--- src/rtl/wash_pkg.sv ---
package wash_pkg;
  localparam int NUM_STAGES = 7;

  typedef enum logic [2:0] {
    ST_PRE = 3'd0,
    ST_MW1 = 3'd1,
    ST_MW2 = 3'd2,
    ST_RN1 = 3'd3,
    ST_RN2 = 3'd4,
    ST_GSP = 3'd5,
    ST_SPN = 3'd6
  } stage_e;
endpackage

--- src/rtl/wash_edge.sv ---
module wash_edge (
  input  logic clk,
  input  logic rst,
  input  logic btn,
  output logic rise
);
  logic prev_q;

  // prev resets high so a button held through reset is not seen as a press
  always_ff @(posedge clk) begin
    if (rst) prev_q <= 1'b1;
    else     prev_q <= btn;
  end

  assign rise = btn & ~prev_q;
endmodule

--- src/rtl/wash_next.sv ---
module wash_next
  import wash_pkg::*;
(
  input  stage_e cur,
  input  logic   reduced,
  output stage_e nxt
);
  always_comb begin
    unique case (cur)
      ST_PRE:  nxt = ST_MW1;
      ST_MW1:  nxt = reduced ? ST_RN1 : ST_MW2;
      ST_MW2:  nxt = ST_RN1;
      ST_RN1:  nxt = reduced ? ST_SPN : ST_RN2;
      ST_RN2:  nxt = ST_GSP;
      ST_GSP:  nxt = ST_SPN;
      default: nxt = ST_SPN;
    endcase
  end
endmodule

--- src/rtl/wash_timer.sv ---
module wash_timer #(
  parameter int CW = 8
) (
  input  logic          clk,
  input  logic          rst,
  input  logic          load,
  input  logic [CW-1:0] load_val,
  output logic          expired
);
  logic [CW-1:0] cnt_q;

  always_ff @(posedge clk) begin
    if (rst)                cnt_q <= '0;
    else if (load)          cnt_q <= load_val;
    else if (cnt_q != '0)   cnt_q <= cnt_q - 1'b1;
  end

  assign expired = (cnt_q == '0);
endmodule

--- src/rtl/wash_seq.sv ---
module wash_seq
  import wash_pkg::*;
#(
  parameter int DUR_PRE = 600,
  parameter int DUR_MW1 = 1200,
  parameter int DUR_MW2 = 900,
  parameter int DUR_RN1 = 500,
  parameter int DUR_RN2 = 500,
  parameter int DUR_GSP = 300,
  parameter int DUR_SPN = 700
) (
  input  logic                  clk,
  input  logic                  rst,
  input  logic                  start_btn,
  input  logic                  skip_prewash,
  input  logic                  light_load,
  output logic [NUM_STAGES-1:0] stage_q,
  output logic                  busy
);
  localparam int DUR_MAX_A = (DUR_PRE > DUR_MW1) ? DUR_PRE : DUR_MW1;
  localparam int DUR_MAX_B = (DUR_MW2 > DUR_RN1) ? DUR_MW2 : DUR_RN1;
  localparam int DUR_MAX_C = (DUR_RN2 > DUR_GSP) ? DUR_RN2 : DUR_GSP;
  localparam int DUR_MAX_D = (DUR_MAX_A > DUR_MAX_B) ? DUR_MAX_A : DUR_MAX_B;
  localparam int DUR_MAX_E = (DUR_MAX_C > DUR_SPN) ? DUR_MAX_C : DUR_SPN;
  localparam int DUR_MAX   = (DUR_MAX_D > DUR_MAX_E) ? DUR_MAX_D : DUR_MAX_E;
  localparam int CW        = (DUR_MAX > 1) ? $clog2(DUR_MAX) : 1;

  function automatic logic [CW-1:0] reload_of(input stage_e s);
    int d;
    unique case (s)
      ST_PRE:  d = DUR_PRE;
      ST_MW1:  d = DUR_MW1;
      ST_MW2:  d = DUR_MW2;
      ST_RN1:  d = DUR_RN1;
      ST_RN2:  d = DUR_RN2;
      ST_GSP:  d = DUR_GSP;
      default: d = DUR_SPN;
    endcase
    return CW'(d - 1);
  endfunction

  logic   start_rise;
  logic   reduced_q;
  logic   tmr_done;
  logic   tmr_load;
  stage_e cur_q;
  stage_e nxt;
  stage_e first;
  stage_e target;

  wash_edge u_edge (
    .clk  (clk),
    .rst  (rst),
    .btn  (start_btn),
    .rise (start_rise)
  );

  wash_next u_next (
    .cur     (cur_q),
    .reduced (reduced_q),
    .nxt     (nxt)
  );

  assign first    = skip_prewash ? ST_MW1 : ST_PRE;
  assign target   = busy ? nxt : first;
  assign tmr_load = busy ? (tmr_done && cur_q != ST_SPN) : start_rise;

  wash_timer #(.CW(CW)) u_timer (
    .clk      (clk),
    .rst      (rst),
    .load     (tmr_load),
    .load_val (reload_of(target)),
    .expired  (tmr_done)
  );

  always_ff @(posedge clk) begin
    if (rst) begin
      busy      <= 1'b0;
      cur_q     <= ST_PRE;
      reduced_q <= 1'b0;
      stage_q   <= '0;
    end else if (!busy) begin
      if (start_rise) begin
        busy      <= 1'b1;
        reduced_q <= light_load;
        cur_q     <= first;
        stage_q   <= NUM_STAGES'(1) << first;
      end
    end else if (tmr_done) begin
      if (cur_q == ST_SPN) begin
        busy    <= 1'b0;
        stage_q <= '0;
      end else begin
        cur_q   <= nxt;
        stage_q <= NUM_STAGES'(1) << nxt;
      end
    end
  end
endmodule

--- config.mk ---
export PLATFORM = sky130hd
export DESIGN_NAME = wash_seq
export DESIGN_NICKNAME = d
export VERILOG_FILES = /design/src/rtl/wash_pkg.sv /design/src/rtl/wash_edge.sv /design/src/rtl/wash_next.sv /design/src/rtl/wash_timer.sv /design/src/rtl/wash_seq.sv
export SDC_FILE = /design/constraint.sdc
export NUM_CORES = 1
export LEC_CHECK = 0
export ABC_AREA = 1
export BUFFER_PORTS_ARGS = -buffer_cell sky130_fd_sc_hd__buf_2
export CORE_MARGIN = 2
export CORE_UTILIZATION = 45
export DETAILED_ROUTE_END_ITERATION = 6
export GPL_TIMING_DRIVEN = 0
export PLACE_DENSITY = 0.67
export SYNTH_ARGS = -nofsm -noshare
export SYNTH_HDL_FRONTEND = slang
export SYNTH_SLANG_ARGS = --single-unit
export TNS_END_PERCENT = 20
--- constraint.sdc ---
create_clock -name clk -period 1.6 [get_ports clk]
set_input_delay 0.24 -clock clk [delete_from_list [all_inputs] [get_ports clk]]
set_output_delay 0.24 -clock clk [all_outputs]
set_load 0.05 [all_outputs]
==> metrics.md <==
| Metric | Value |
|---|---|
| Status | finished clean |
| Max clock buf depth | 2 |
| Final Util | 0.5500 |
| Drt total wl | 3275 um |
| First-pass GRT wire length | 5582 um |
| Post-CTS Hold Buffers | 0 |
| MaxCap Viol Count | 0 |
| Worst Hold End | u_edge.prev_q |
| Crit path max-delay cell type | dfxtp_2 |
| R2R Setup Slk | 0.1 ns |
| Crit. End Element | flip-flop |
| EDFF count, synth | 0 |
| GRT Total Usage | 0.2054 |
| Ports | 13 |
| Net Count, Synth | 229 |
| Pwr per Cell Area | 1622 nW/um^2 |
| Crit start category | flip-flop |
| Flops & latches, synth | 24 |
| Post-layout min period | 1.503 ns |
| Clock skew | 0.001129 ns |
| Count of final setup violators | 0 |
| Initial antenna violation count | 0 |
| # DRC | 0 |
| Peak supply drop | 0.5384 mV |
| ANT cells | 0 |
| Grt ovf | 0 |
| Yosys top cell area share | 0.3395 |
| R2R depth | 10 |
| Post-synth top flop | dfxtp_1 |
| DRT antenna net count | 0 |
| Syn_area_per_cell | 6.346 um^2 |
| DR vias/cell | 4.791 |
| Ratio of final minimum period to clock period | 0.9395 |
| CTS tree | yes |
| Via count of the first global-routing pass | 1277 |
| Worst-path fanout max | 5 |
| Hold Vio Cnt, Final | 0 |
| Setup ws final | 0.09686 ns |
| CP peak stage delay | 0.35 ns |
| P_leak | 0.8020 nW |
| Yosys cell types | 23 |
| Starting Density | 0.4674 |
| Slew Limit Headroom | 0.6593 |
| WHS Path Cells | 3 |
| Slew Viols, Final | 0 |
| Pin count of the biggest net entering global routing | 15 |
| RR Startpoint | u_timer.cnt_q[0] |
| CTS H-tree lvls | 1 |
| CTS sink count | 24 |
| Layout cells sized above 1 | 0.1728 |
| Top cells by count, synth | nand2_1 (60), inv_1 (29), nor2_1 (28) |
| Sequential area share after synthesis | 0.3395 |
| Total CTS buffers | 3 |
| Reg clk slew, reported paths | 0.13 ns |
| Initial DRT Pass Iterations | 4 |
| Port bufs | 12 |
| Clock Latency Late Sink | 0.32 ns |
| Hpwl dp | 2505 um |
| Die X-Extent | 60.08 um |
| # fillers | 322 |
| F_max | 0.6653 GHz |
| Crit Path Category | reg -> reg |
| Worst Max-Slew Pin Slew | 0.5111 ns |
| Mean routed wirelength per cell | 11.41 um |
| DR iter-0 viols | 61 |
| Ys Warns | 0 |
| HP Start | start_btn |
| Vias post-DR | 1375 |
| Largest area contributor in the netlist | dfxtp_1 |
| Most frequent cell after synthesis | nand2_1 |
| CP required | 1.81 ns |
| Syn-to-layout area delta | 17.68% |
| Die area | 3609 um^2 |
| Core box area | 3028 um^2 |
| Asr flop ratio synth | 0 |
| Crit Reg-Reg Endpoint | u_timer.cnt_q[5] |
| Setup slack at placement | -0.1590 ns |
| Critical Path AT | 1.71 ns |
| Syn Inst Count | 223 |
| Post-Syn Area | 1415 um^2 |
| Worst-path cell chain | inv_2 > ha_4 > nand2_4 > nor2_4 > nand4_1 > nand2_2 > buf_6 > nand3_1 > nand2_1 > nor2_1 |
| Floorplan row count | 20 |
| Vert. Die Dim | 60.08 um |
| Final Wtd Congestion | 0.8795 |
| CTS root buffer | clkbuf_4 |
| Final nets | 250 |
| Synth area leaders | dfxtp_1 (34%), nand2_1 (16%), nand3_1 (7.8%), inv_1 (7.7%), nor2_1 (7.4%) |
| Class of the tightest hold or removal check | in -> reg |
-- area by class of cell --
cell class,instances,area (um^2),share of cell area
inverters,29,108.9,0.06536
multi-input cells,164,833.3,0.5004
flip-flops and latches,24,483.0,0.2900
clock buffers,3,22.52,0.01352
well taps,44,55.05,0.03306
repair buffers,16,90.09,0.05409
plain buffers,6,42.54,0.02554
clock inverters,1,30.03,0.01803
-- worst max-delay path: cells and delay by family (launching register included) --
family / cells / cell delay (ns)
AND/OR/NAND/NOR: 7 / 0.70
flip-flops: 1 / 0.35
adder cells (fa/ha/maj): 1 / 0.16
buffers and inverters: 2 / 0.19
-- metal layers --
layer	vias up	global-route usage	wire length, um
li1	750	-	-
met1	597	0.2743	1555
met2	22	0.3463	1592
met3	6	0.02165	91
met4	0	0.06349	35
met5	-	0	0
-- worst max path at each step --
stage,startpoint,cells past startpoint,to
6_report,u_timer.cnt_q[0],10,u_timer.cnt_q[5]
4_1_cts,u_timer.cnt_q[0],9,u_timer.cnt_q[0]
3_3_place_gp,u_timer.cnt_q[0],10,u_timer.cnt_q[8]
3_5_place_dp,u_timer.cnt_q[0],10,u_timer.cnt_q[8]
2_1_floorplan,busy,8,u_timer.cnt_q[1]
5_1_grt,u_timer.cnt_q[0],10,u_timer.cnt_q[4]
-- flip-flops by register name, indices dropped and copies added, names as in the netlist --
name           count
stage_q            7
u_timer.cnt_q     11
reduced_q          1
busy               1
cur_q              3
u_edge.prev_q      1
-- report_power, final --
| part | leakage, nW | internal, W | switching [W] | total (W) |
|---|---|---|---|---|
| registers | 0.197 | 0.000739 | 0.000150 | 0.000890 |
| logic | 0.577 | 0.000553 | 0.000818 | 0.00137 |
| clock network | 0.0279 | 0.000253 | 0.000188 | 0.000441 |
| total | 0.802 | 0.00155 | 0.00116 | 0.00270 |
-- cell families after synthesis --
group,count (synthesis),share of synthesized area
buf+inv,35,0.1043
simple gates,130,0.4173
flops,24,0.3395
fa+ha+maj,1,0.008840
xor+xnor,5,0.03095
compound gates,28,0.09903
-- layout by cell type, fill, tap and decap left out, types with 5 or more instances in the layout --
master,instances
nand2_1,59
inv_1,27
nor2_1,27
dfxtp_1,22
nand3_1,21
a21oi_1,16
buf_2,13
o21ai_0,12
nand4_1,7
buf_4,5
-- what timing repair did --
item	4_1_cts	5_1_grt
endpoints found under the setup margin	20	17
resized for setup	5	10
gates cloned	0	1
pin swaps	3	4
hold endpoints to repair	0	0
setup buffers	1	2
-- through the flow --
stage / cell area, um^2 / hold slack, ns / std cells / setup TNS (ns) / total power, W
after detailed placement: 1530 / 0.4311 / 279 / -1.266 / 0.002108
after global placement: 1530 / 0.4262 / 279 / -0.8829 / 0.002101
after global routing: 1665 / 0.1047 / 287 / -0.01032 / 0.002959
after CTS: 1608 / 0.09141 / 284 / 0 / 0.002599
final: 1665 / 0.09459 / 287 / 0 / 0.002702
after floorplan: 1415 / 0.3091 / 223 / 0 / 0.001882
Note: power is estimated with default switching activity, not from simulation.
